### src/rtl/wdt_pkg.sv
package wdt_pkg;
  localparam int DATA_W = 32;
  localparam int ADDR_W = 12;

  localparam logic [ADDR_W-1:0] OFS_LOAD  = 12'h000;
  localparam logic [ADDR_W-1:0] OFS_VALUE = 12'h004;
  localparam logic [ADDR_W-1:0] OFS_CTRL  = 12'h008;
  localparam logic [ADDR_W-1:0] OFS_CLR   = 12'h00C;
  localparam logic [ADDR_W-1:0] OFS_RAW   = 12'h010;
  localparam logic [ADDR_W-1:0] OFS_MASK  = 12'h014;
  localparam logic [ADDR_W-1:0] OFS_LOCK  = 12'hC00;
  localparam logic [ADDR_W-1:0] OFS_TCTRL = 12'hF00;
  localparam logic [ADDR_W-1:0] OFS_TOUT  = 12'hF04;
  localparam logic [ADDR_W-1:0] OFS_ID_LO = 12'hFD0;
  localparam logic [ADDR_W-1:0] OFS_ID_HI = 12'hFFC;

  localparam logic [DATA_W-1:0] UNLOCK_KEY = 32'h1ACCE551;
  localparam int ID_COUNT = 12;

  typedef struct packed {
    logic              loadWr;
    logic              clrWr;
    logic [DATA_W-1:0] wdata;
  } cntStrobe_t;
endpackage

### src/rtl/wdt_counter.sv
module wdt_counter
  import wdt_pkg::*;
#(
  parameter int CNT_W = DATA_W
) (
  input  logic             clk,
  input  logic             rstN,
  input  logic             tickEn,
  input  cntStrobe_t       strobe,
  output logic [CNT_W-1:0] countVal,
  output logic [CNT_W-1:0] loadVal,
  output logic             intFlag,
  output logic             resetStatus
);
  localparam logic [CNT_W-1:0] ONE = CNT_W'(1);

  logic running;
  logic expire;

  assign expire = tickEn && running && (countVal <= ONE);

  always_ff @(posedge clk) begin
    if (!rstN) begin
      loadVal     <= '1;
      countVal    <= '1;
      running     <= 1'b1;
      intFlag     <= 1'b0;
      resetStatus <= 1'b0;
    end else if (strobe.loadWr) begin
      loadVal  <= strobe.wdata[CNT_W-1:0];
      countVal <= strobe.wdata[CNT_W-1:0];
      running  <= 1'b1;
    end else if (strobe.clrWr) begin
      intFlag  <= 1'b0;
      countVal <= loadVal;
    end else if (expire) begin
      if (!intFlag) begin
        intFlag  <= 1'b1;
        countVal <= loadVal;
      end else begin
        resetStatus <= 1'b1;
        running     <= 1'b0;
        countVal    <= '0;
      end
    end else if (tickEn && running) begin
      countVal <= countVal - ONE;
    end
  end
endmodule

### src/rtl/wdt_regs.sv
module wdt_regs
  import wdt_pkg::*;
#(
  parameter int          CNT_W           = DATA_W,
  parameter bit          FREEZE_ON_INTEN = 1'b0,
  parameter logic [95:0] ID_BYTES        = 96'h5A3CE107_00429B16_00000002
) (
  input  logic              clk,
  input  logic              rstN,
  input  logic              psel,
  input  logic              penable,
  input  logic              pwrite,
  input  logic [ADDR_W-1:0] paddr,
  input  logic [DATA_W-1:0] pwdata,
  input  logic [CNT_W-1:0]  countVal,
  input  logic [CNT_W-1:0]  loadVal,
  input  logic              intFlag,
  input  logic              resetStatus,
  output cntStrobe_t        strobe,
  output logic [DATA_W-1:0] prdata,
  output logic              wdogInt,
  output logic              wdogRes,
  output logic              lockOn
);
  logic       wrEn;
  logic       wrOpen;
  logic [1:0] ctrlQ;
  logic       testEn;
  logic [1:0] testOut;
  logic       maskedInt;
  logic       maskedRes;
  logic       isId;
  logic [ADDR_W-1:0] idOfs;
  logic [7:0] idByte;

  assign wrEn   = psel && penable && pwrite;
  assign wrOpen = wrEn && (!lockOn || paddr == OFS_LOCK);

  assign strobe.loadWr = wrOpen && paddr == OFS_LOAD;
  assign strobe.clrWr  = wrOpen && paddr == OFS_CLR;
  assign strobe.wdata  = pwdata;

  always_ff @(posedge clk) begin
    if (!rstN) begin
      lockOn <= 1'b0;
    end else if (wrEn && paddr == OFS_LOCK) begin
      lockOn <= (pwdata != UNLOCK_KEY);
    end
  end

  always_ff @(posedge clk) begin
    if (!rstN) begin
      ctrlQ <= 2'b00;
    end else if (wrOpen && paddr == OFS_CTRL && !(FREEZE_ON_INTEN && ctrlQ[0])) begin
      ctrlQ <= pwdata[1:0];
    end
  end

  generate
    if (FREEZE_ON_INTEN) begin : g_noTest
      assign testEn  = 1'b0;
      assign testOut = 2'b00;
    end else begin : g_test
      logic       testEnQ;
      logic [1:0] testOutQ;
      always_ff @(posedge clk) begin
        if (!rstN) begin
          testEnQ  <= 1'b0;
          testOutQ <= 2'b00;
        end else begin
          if (wrOpen && paddr == OFS_TCTRL) testEnQ  <= pwdata[0];
          if (wrOpen && paddr == OFS_TOUT)  testOutQ <= pwdata[1:0];
        end
      end
      assign testEn  = testEnQ;
      assign testOut = testOutQ;
    end
  endgenerate

  assign maskedInt = intFlag && ctrlQ[0];
  assign maskedRes = resetStatus && ctrlQ[1];
  assign wdogInt   = testEn ? testOut[1] : maskedInt;
  assign wdogRes   = testEn ? testOut[0] : maskedRes;

  assign isId   = (paddr >= OFS_ID_LO) && (paddr <= OFS_ID_HI) && (paddr[1:0] == 2'b00);
  assign idOfs  = (paddr - OFS_ID_LO) >> 2;
  assign idByte = isId ? ID_BYTES[idOfs[3:0]*8 +: 8] : 8'h00;

  always_comb begin
    prdata = '0;
    if (isId) begin
      prdata = {24'h0, idByte};
    end else begin
      case (paddr)
        OFS_LOAD:  prdata = DATA_W'(loadVal);
        OFS_VALUE: prdata = DATA_W'(countVal);
        OFS_CTRL:  prdata = {30'h0, ctrlQ};
        OFS_RAW:   prdata = {31'h0, intFlag};
        OFS_MASK:  prdata = {31'h0, maskedInt};
        OFS_LOCK:  prdata = {31'h0, lockOn};
        OFS_TCTRL: prdata = {31'h0, testEn};
        default:   prdata = '0;
      endcase
    end
  end
endmodule

### src/rtl/apb_wdt.sv
module apb_wdt
  import wdt_pkg::*;
#(
  parameter bit          FREEZE_ON_INTEN = 1'b0,
  parameter logic [95:0] ID_BYTES        = 96'h5A3CE107_00429B16_00000002
) (
  input  logic              clk,
  input  logic              rstN,
  input  logic              psel,
  input  logic              penable,
  input  logic              pwrite,
  input  logic [ADDR_W-1:0] paddr,
  input  logic [DATA_W-1:0] pwdata,
  output logic [DATA_W-1:0] prdata,
  output logic              pready,
  output logic              pslverr,
  input  logic              tickEn,
  output logic              wdogInt,
  output logic              wdogRes
);
  localparam int CNT_W = DATA_W;

  cntStrobe_t       strobe;
  logic [CNT_W-1:0] countVal;
  logic [CNT_W-1:0] loadVal;
  logic             intFlag;
  logic             resetStatus;
  logic             lockOn;

  assign pready  = 1'b1;
  assign pslverr = 1'b0;

  wdt_regs #(
    .CNT_W(CNT_W), .FREEZE_ON_INTEN(FREEZE_ON_INTEN), .ID_BYTES(ID_BYTES)
  ) u_regs (
    .clk(clk), .rstN(rstN), .psel(psel), .penable(penable), .pwrite(pwrite),
    .paddr(paddr), .pwdata(pwdata), .countVal(countVal), .loadVal(loadVal),
    .intFlag(intFlag), .resetStatus(resetStatus), .strobe(strobe),
    .prdata(prdata), .wdogInt(wdogInt), .wdogRes(wdogRes), .lockOn(lockOn)
  );

  wdt_counter #(.CNT_W(CNT_W)) u_cnt (
    .clk(clk), .rstN(rstN), .tickEn(tickEn), .strobe(strobe),
    .countVal(countVal), .loadVal(loadVal), .intFlag(intFlag),
    .resetStatus(resetStatus)
  );
endmodule

### config.mk
export PLATFORM = sky130hd
export DESIGN_NAME = apb_wdt
export DESIGN_NICKNAME = d
export VERILOG_FILES = /design/src/rtl/wdt_pkg.sv /design/src/rtl/wdt_counter.sv /design/src/rtl/wdt_regs.sv /design/src/rtl/apb_wdt.sv
export SDC_FILE = /design/constraint.sdc
export NUM_CORES = 1
export LEC_CHECK = 0
export BUFFER_PORTS_ARGS = -buffer_cell sky130_fd_sc_hd__buf_4
export CORE_MARGIN = 1.5
export CORE_UTILIZATION = 40
export CTS_CLUSTER_DIAMETER = 200
export DETAILED_ROUTE_END_ITERATION = 10
export GPL_TIMING_DRIVEN = 0
export PLACE_DENSITY = 0.65
export REMOVE_ABC_BUFFERS = 1
export SLEW_MARGIN = 20
export SYNTH_ARGS = -nofsm -noshare
export SYNTH_HDL_FRONTEND = slang
export SYNTH_SLANG_ARGS = --single-unit
### constraint.sdc
create_clock -name clk -period 3 [get_ports clk]
set_input_delay 0.75 -clock clk [delete_from_list [all_inputs] [get_ports clk]]
set_output_delay 0.75 -clock clk [all_outputs]
set_load 0.02 [all_outputs]
==> results of run 1 <==
==> area by class of cell <==
class,count,area [um^2],share of cell area (%)
Clock buffer,11,242.7,3.974
Clock inverter,5,102.6,1.680
Inverter,13,48.80,0.7989
Multi-Input combinational cell,495,3124,51.15
Sequential cell,73,1461,23.92
Tap cell,143,178.9,2.929
Timing Repair Buffer,112,949.7,15.55
==> layer usage <==
| metal | track usage (%) | wire (um) | part of all wire [%] | up-vias |
|---|---|---|---|---|
| li1 | - | - | - | 2445 |
| met1 | 32.09 | 6567 | 42 | 2505 |
| met2 | 42.84 | 7640 | 49 | 199 |
| met3 | 4.720 | 1045 | 6.7 | 35 |
| met4 | 10.51 | 430 | 2.7 | 0 |
| met5 | 0 | 0 | 0 | - |
==> worst max-delay path, stage by stage <==
cell and delay [ps]:
buf_4 130, or4_4 610, nor2_4 190, buf_16 180
a22o_1 200, buf_4 150
==> synthesized netlist by cell type (4+ instances only) <==
cell type	count	area share, %
a211o_1	4	0.76
a211oi_1	10	1.6
a21oi_1	68	7.4
a221oi_1	15	2.8
a22o_1	25	4.7
a22oi_1	13	2.1
and2_1	7	0.95
buf_2	9	0.97
clkbuf_1	22	1.8
dfxtp_1	73	32
ha_1	9	2.4
inv_1	12	0.97
mux2i_1	5	1.1
nand2_1	117	9.5
nand3_1	16	1.7
nand3b_1	4	0.65
nand4_1	8	1.1
nor2_1	55	4.5
nor3_1	18	1.9
nor4_1	14	1.9
o211ai_1	4	0.65
o21ai_0	14	1.5
o31ai_1	5	0.81
or3_1	9	1.2
or4_1	9	1.5
xor2_1	11	2.1
==> cells in the final DEF, fill, tap and decap left out, types with 5 or more instances in the layout <==
cell       netlist  layout
nor4_1          14      11
xor2_1          11      11
or4_4            1       5
dfxtp_1         73      73
and2_1           7       6
buf_4            3     102
a22oi_1         13      13
nand4_1          8       8
a22o_1          25      25
or3_1            9       9
ha_1             9       6
nor3_1          18      17
clkbuf_16        0       9
nand2_1        117     116
o31ai_1          5       5
nor2_1          55      54
o21ai_0         14      14
inv_1           12      12
a211oi_1        10      10
nand3_1         16      15
a221oi_1        15      14
mux2i_1          5       5
or4_1            9       5
a21oi_1         68      67
==> state kept, by name, indices dropped and copies added (netlist names) <==
| name | flops |
|---|---|
| u_regs.ctrlQ | 2 |
| u_regs.g_test.testEnQ | 1 |
| u_cnt.loadVal | 32 |
| u_cnt.running | 1 |
| u_cnt.resetStatus | 1 |
| u_regs.g_test.testOutQ | 2 |
| u_cnt.intFlag | 1 |
| u_regs.lockOn | 1 |
| u_cnt.countVal | 32 |
==> per-stage QoR <==
stage | worst slack, ps | area, um^2 | hold slack (ps)
final | 15.91 | 6108 | 457.9
after global routing | -21.14 | 6108 | 483.9
after global placement | -3086 | 5260 | 441.4
after floorplan | -1310 | 4458 | 431.3
after detailed placement | -936.3 | 5376 | 451.0
after CTS | 13.09 | 5968 | 460.3
==> power by group through the flow <==
stage,Clock (uW),Combinational [uW],Sequential [uW]
floorplan,0,74.1,996
global placement,0,172,997
detailed placement,0,175,997
CTS,1270,187,975
global route,1310,212,976
finish,1260,197,976
==> final timing paths <==
path                           start                 end  slack (ps)  cells past startpoint
setup reg to reg  u_cnt.countVal[22]  u_cnt.countVal[17]         250                      6
hold / removal     u_cnt.loadVal[21]   u_cnt.loadVal[21]         460                      2
setup / recovery            paddr[8]          prdata[23]          20                      6
hold reg to reg    u_cnt.loadVal[21]   u_cnt.loadVal[21]         460                      2
==> timing repair <==
item	CTS	global route
buffers inserted	13	11
gates resized for setup	19	10
setup endpoints to repair	65	37
pin swaps	7	7
cloned	1	0
hold buffers	0	0
==> cell families after synthesis <==
kind of cell / Yosys count / share of synthesized area [%]
flops: 73 / 31.60
mux: 6 / 1.326
xor+xnor: 14 / 2.652
fa+ha+maj: 9 / 2.435
compound gates: 181 / 27.35
buf+inv: 51 / 4.653
other cells: 2 / 0.1624
simple gates: 282 / 29.82
==> results.sh, run 1 <==
export IMPL_outcome="complete, no violations"
export IMPL_hold_violations=0
export IMPL_yosysWarnings=0
export IMPL_cap_violations=0
export IMPL_p_clk_share_pct=51.7
export IMPL_cts_tree="yes"
export IMPL_clk_pin_slew_ps=60
export IMPL_switchingPower_uw=541.8
export IMPL_switching_share_pct=22.29
export IMPL_io_buffers=83
export IMPL_max_freq_mhz=335.1
export IMPL_async_reset_ff_share_pct=0
export IMPL_stdcell_count=852
export IMPL_routabilityCongestion=0.8894
export IMPL_final_max_slew_violation_count=0
export IMPL_die_width_um=110.5
export IMPL_worstMarginPinSlew_ps=778.4
export IMPL_internal_power_uw=1889
export IMPL_row_count=39
export IMPL_syn_area_mm2=0.004624
export IMPL_dieArea_mm2=0.01221
export IMPL_die_h_um=110.5
export IMPL_clockBufferDepth=2
export IMPL_fin_skew_ps=7.000
export IMPL_root_buffer="clkbuf_16"
export IMPL_core_mm2=0.01137
export IMPL_yosysUniqueCellTypes=72
export IMPL_syn_inst=618
export IMPL_hold_path_class="register to register"
export IMPL_worst_setup_path_end_kind="output port"
export IMPL_grt_max_degree=38
export IMPL_nFillCells=1076
export IMPL_drc=0
export IMPL_utilization_pct=53.73
export IMPL_ant_nets=0
export IMPL_avgSynthCellArea_um2=7.483
export IMPL_synth_edf_count=0
export IMPL_drt_pass1_iter_count=5
export IMPL_initial_core_util_pct=40.67
export IMPL_crit_required_ps=2250
export IMPL_cp_max_fo=19
export IMPL_total_power_uw=2431
export IMPL_synth_main_ff_cell="dfxtp_1"
export IMPL_seq_power_share_pct=40.2
export IMPL_routedWlPerCell_um=18.41
export IMPL_combPwrFrac_pct=8.1
export IMPL_drtIter0Drc=447
export IMPL_max_vdd_ir_drop_mv=0.1889
export IMPL_dp_cells=811
export IMPL_finalNetCount=763
export IMPL_grt_pass1_wl_mm=25.34
export IMPL_setup_tns_final_ps=0
export IMPL_p_leak_uw=0.002363
export IMPL_vias_per_cell=6.085
export IMPL_min_period_ps=2984
export IMPL_dp_hpwl_mm=10.30
export IMPL_antenna_found_initial=0
export IMPL_finalSetupViolCount=0
export IMPL_routed_wl_mm=15.68
export IMPL_relSlewSlack_pct=48.03
export IMPL_cts_buffers_inserted=9
export IMPL_drive_above_1_share_pct=23.55
export IMPL_arrival_ps=2230
export IMPL_syn_to_final_growth_pct=32.09
export IMPL_synth_seq_area_share_pct=31.60
export IMPL_grt_use_total_pct=25.49
export IMPL_rsz0062_at_grt="yes"
export IMPL_dr_total_vias=5184
export IMPL_grt_overflow_total=0
export IMPL_grt_pass1_vias=5026
export IMPL_start_kind="input port"
export IMPL_p_per_area_mw_per_mm2=398.0
export IMPL_antenna_cells=0
export IMPL_yosys_register_bits=73
export IMPL_io_pins=86
export IMPL_crit_type="input port to output port"
export IMPL_finalCritPeriodShare_pct=99.47
export IMPL_cts_num_sinks=73
export IMPL_clkLatencyLatePin_ps=340
export IMPL_htree_levels=3
(Power assumes the default switching activity.)
==> inputs of run 2 (changes only) <==
--- a/config.mk
+++ b/config.mk
@@ -11,7 +11,7 @@
 export CTS_CLUSTER_DIAMETER = 200
 export DETAILED_ROUTE_END_ITERATION = 10
 export GPL_TIMING_DRIVEN = 0
-export PLACE_DENSITY = 0.65
+export PLACE_DENSITY = 0.67
 export REMOVE_ABC_BUFFERS = 1
 export SLEW_MARGIN = 20
 export SYNTH_ARGS = -nofsm -noshare
==> results.sh, run 2 (synthesized netlist as in run 1, its figures left out) <==
export IMPL_hold_path_class="register to register"
export IMPL_rrSetupSlack_ps=260
export IMPL_place_ws_ps=-967.4
export IMPL_dieArea_mm2=0.01221
export IMPL_relSlewSlack_pct=46.41
export IMPL_min_period_ps=3011
export IMPL_die_width_um=110.5
export IMPL_clk_pin_slew_ps=60
export IMPL_switchingPower_uw=570.3
export IMPL_dr_total_vias=5280
export IMPL_total_power_uw=2360
export IMPL_drc=0
export IMPL_r2r_cells=6
export IMPL_drtIter0Drc=474
export IMPL_min_from="u_cnt.loadVal[25]"
export IMPL_cts_tree="yes"
export IMPL_routedWlPerCell_um=19.37
export IMPL_initial_core_util_pct=40.67
export IMPL_syn_to_final_growth_pct=31.87
export IMPL_finalNetCount=760
export IMPL_cp_max_fo=7
export IMPL_htree_levels=3
export IMPL_cts_num_sinks=73
export IMPL_clockBufferDepth=2
export IMPL_most_common_layout_cells="nand2_1 (115), buf_4 (93), dfxtp_1 (73)"
export IMPL_combPwrFrac_pct=8.6
export IMPL_dp_cells=811
export IMPL_p_clk_share_pct=50.1
export IMPL_die_h_um=110.5
export IMPL_io_pins=86
export IMPL_drt_pass1_iter_count=5
export IMPL_fin_ws_ps=-10.55
export IMPL_violations="negative setup slack"
export IMPL_internal_power_uw=1790
export IMPL_dpl_cell_area_mm2=0.005373
export IMPL_worstMarginPinSlew_ps=803.9
export IMPL_finalSetupViolCount=1
export IMPL_finalCritPeriodShare_pct=100.4
export IMPL_routabilityCongestion=0.9369
export IMPL_core_mm2=0.01137
export IMPL_cap_violations=0
export IMPL_clkLatencyLatePin_ps=340
export IMPL_rsz0062_at_grt="yes"
export IMPL_dp_hpwl_mm=10.38
export IMPL_antenna_found_initial=0
export IMPL_final_max_slew_violation_count=0
export IMPL_reg2reg_from="u_cnt.countVal[22]"
export IMPL_drive_above_1_share_pct=23.65
export IMPL_cts_hold_buffers=0
export IMPL_fin_skew_ps=9.511
export IMPL_p_leak_uw=0.002330
export IMPL_grt_pass1_wl_mm=25.15
export IMPL_seq_power_share_pct=41.3
export IMPL_vias_per_cell=6.219
export IMPL_grt_use_total_pct=25.16
export IMPL_routed_wl_mm=16.44
export IMPL_hold_depth=2
export IMPL_row_count=39
export IMPL_switching_share_pct=24.16
export IMPL_antenna_cells=0
export IMPL_largest_registers="u_cnt.countVal x32, u_cnt.loadVal x32"
export IMPL_p_per_area_mw_per_mm2=387.0
export IMPL_cts_buffers_inserted=9
export IMPL_arrival_ps=2260
export IMPL_fin_area_mm2=0.006098
export IMPL_crit_type="input port to output port"
export IMPL_hold_violations=0
export IMPL_max_freq_mhz=332.2
export IMPL_start_kind="input port"
export IMPL_crit_required_ps=2250
export IMPL_io_buffers=83
export IMPL_outcome="finished with violations"
export IMPL_grt_overflow_total=0
export IMPL_ant_nets=0
export IMPL_max_vdd_ir_drop_mv=0.3533
export IMPL_root_buffer="clkbuf_16"
export IMPL_grt_pass1_vias=4969
export IMPL_hold_end="u_cnt.loadVal[25]"
export IMPL_stdcell_count=849
export IMPL_worst_setup_path_end_kind="output port"
export IMPL_final_common_cell="nand2_1"
export IMPL_grt_max_degree=38
export IMPL_r2r_end="u_cnt.countVal[17]"
[run 2: cell count changes in the layout (fill, tap and decap cells not counted), moves of 2 or more]
cell       before  now
buf_4         102   93
clkbuf_16       9   12
inv_1          12    9
inv_2           1    4
buf_12          4    2
buf_2           0    2
buf_6           3    5
clkinv_4        0    2
nand2_2         1    3
[run 2: area by class of cell]
cell class / count / area (um^2)
Sequential cell: 73 / 1461
Timing Repair Buffer: 109 / 964.7
Multi-Input combinational cell: 495 / 3123
Inverter: 13 / 48.80
Fill cell: 1057 / 5271
Clock buffer: 10 / 229.0
Tap cell: 143 / 178.9
Clock inverter: 6 / 92.59
[run 2: worst max-delay path, cell delays in order]
cell and delay (ps):
buf_8 100, or4_4 610, nor2_4 180, buf_12 160, clkbuf_16 150, a22o_1 170
buf_4 150
[run 2: what timing repair did]
| item | CTS | global route |
|---|---|---|
| hold endpoints to repair | 0 | 0 |
| pin swaps | 5 | 16 |
| resized for setup | 16 | 21 |
| cloned | 1 | 3 |
| buffers inserted | 7 | 11 |
| endpoints found under the setup margin | 65 | 48 |
[run 2: per-stage QoR]
stage / hold slack, ps / utilization (%) / setup TNS, ps
CTS: 457.9 / 51.33 / 0
finish: 457.9 / 53.64 / -10.55
global route: 472.6 / 53.64 / -753.5
floorplan: 431.3 / - / -77470
global placement: 443.7 / 46.26 / -230270
detailed placement: 449.8 / 47.25 / -41370
[run 2: how the worst max path moves through the flow]
stage                     slack, ps  startpoint                  to
after detailed placement       -970    paddr[8]  u_cnt.countVal[19]
final                           -10   paddr[11]          prdata[15]
after CTS                         5    paddr[8]           prdata[2]
after floorplan               -1310    paddr[8]  u_cnt.countVal[24]
after global routing            -50   paddr[11]           prdata[3]
after global placement        -3160    paddr[8]  u_cnt.countVal[24]
[run 2: layer usage]
| layer | routed length (um) | up-vias | GRT usage, % | share of wire, % |
|---|---|---|---|---|
| li1 | - | 2449 | - | - |
| met4 | 466 | 0 | 13.16 | 2.8 |
| met1 | 7109 | 2549 | 32.51 | 43 |
| met3 | 1069 | 43 | 3.677 | 6.5 |
| met2 | 7798 | 239 | 40.66 | 47 |
| met5 | 0 | - | 0 | 0 |
[run 2: power by group through the flow]
stage / Combinational (uW) / Sequential (uW) / Clock (uW)
2_1_floorplan: 74.1 / 996 / 0
3_3_place_gp: 172 / 997 / 0
3_5_place_dp: 175 / 997 / 0
4_1_cts: 183 / 975 / 1180
5_1_grt: 219 / 975 / 1230
6_report: 203 / 975 / 1180
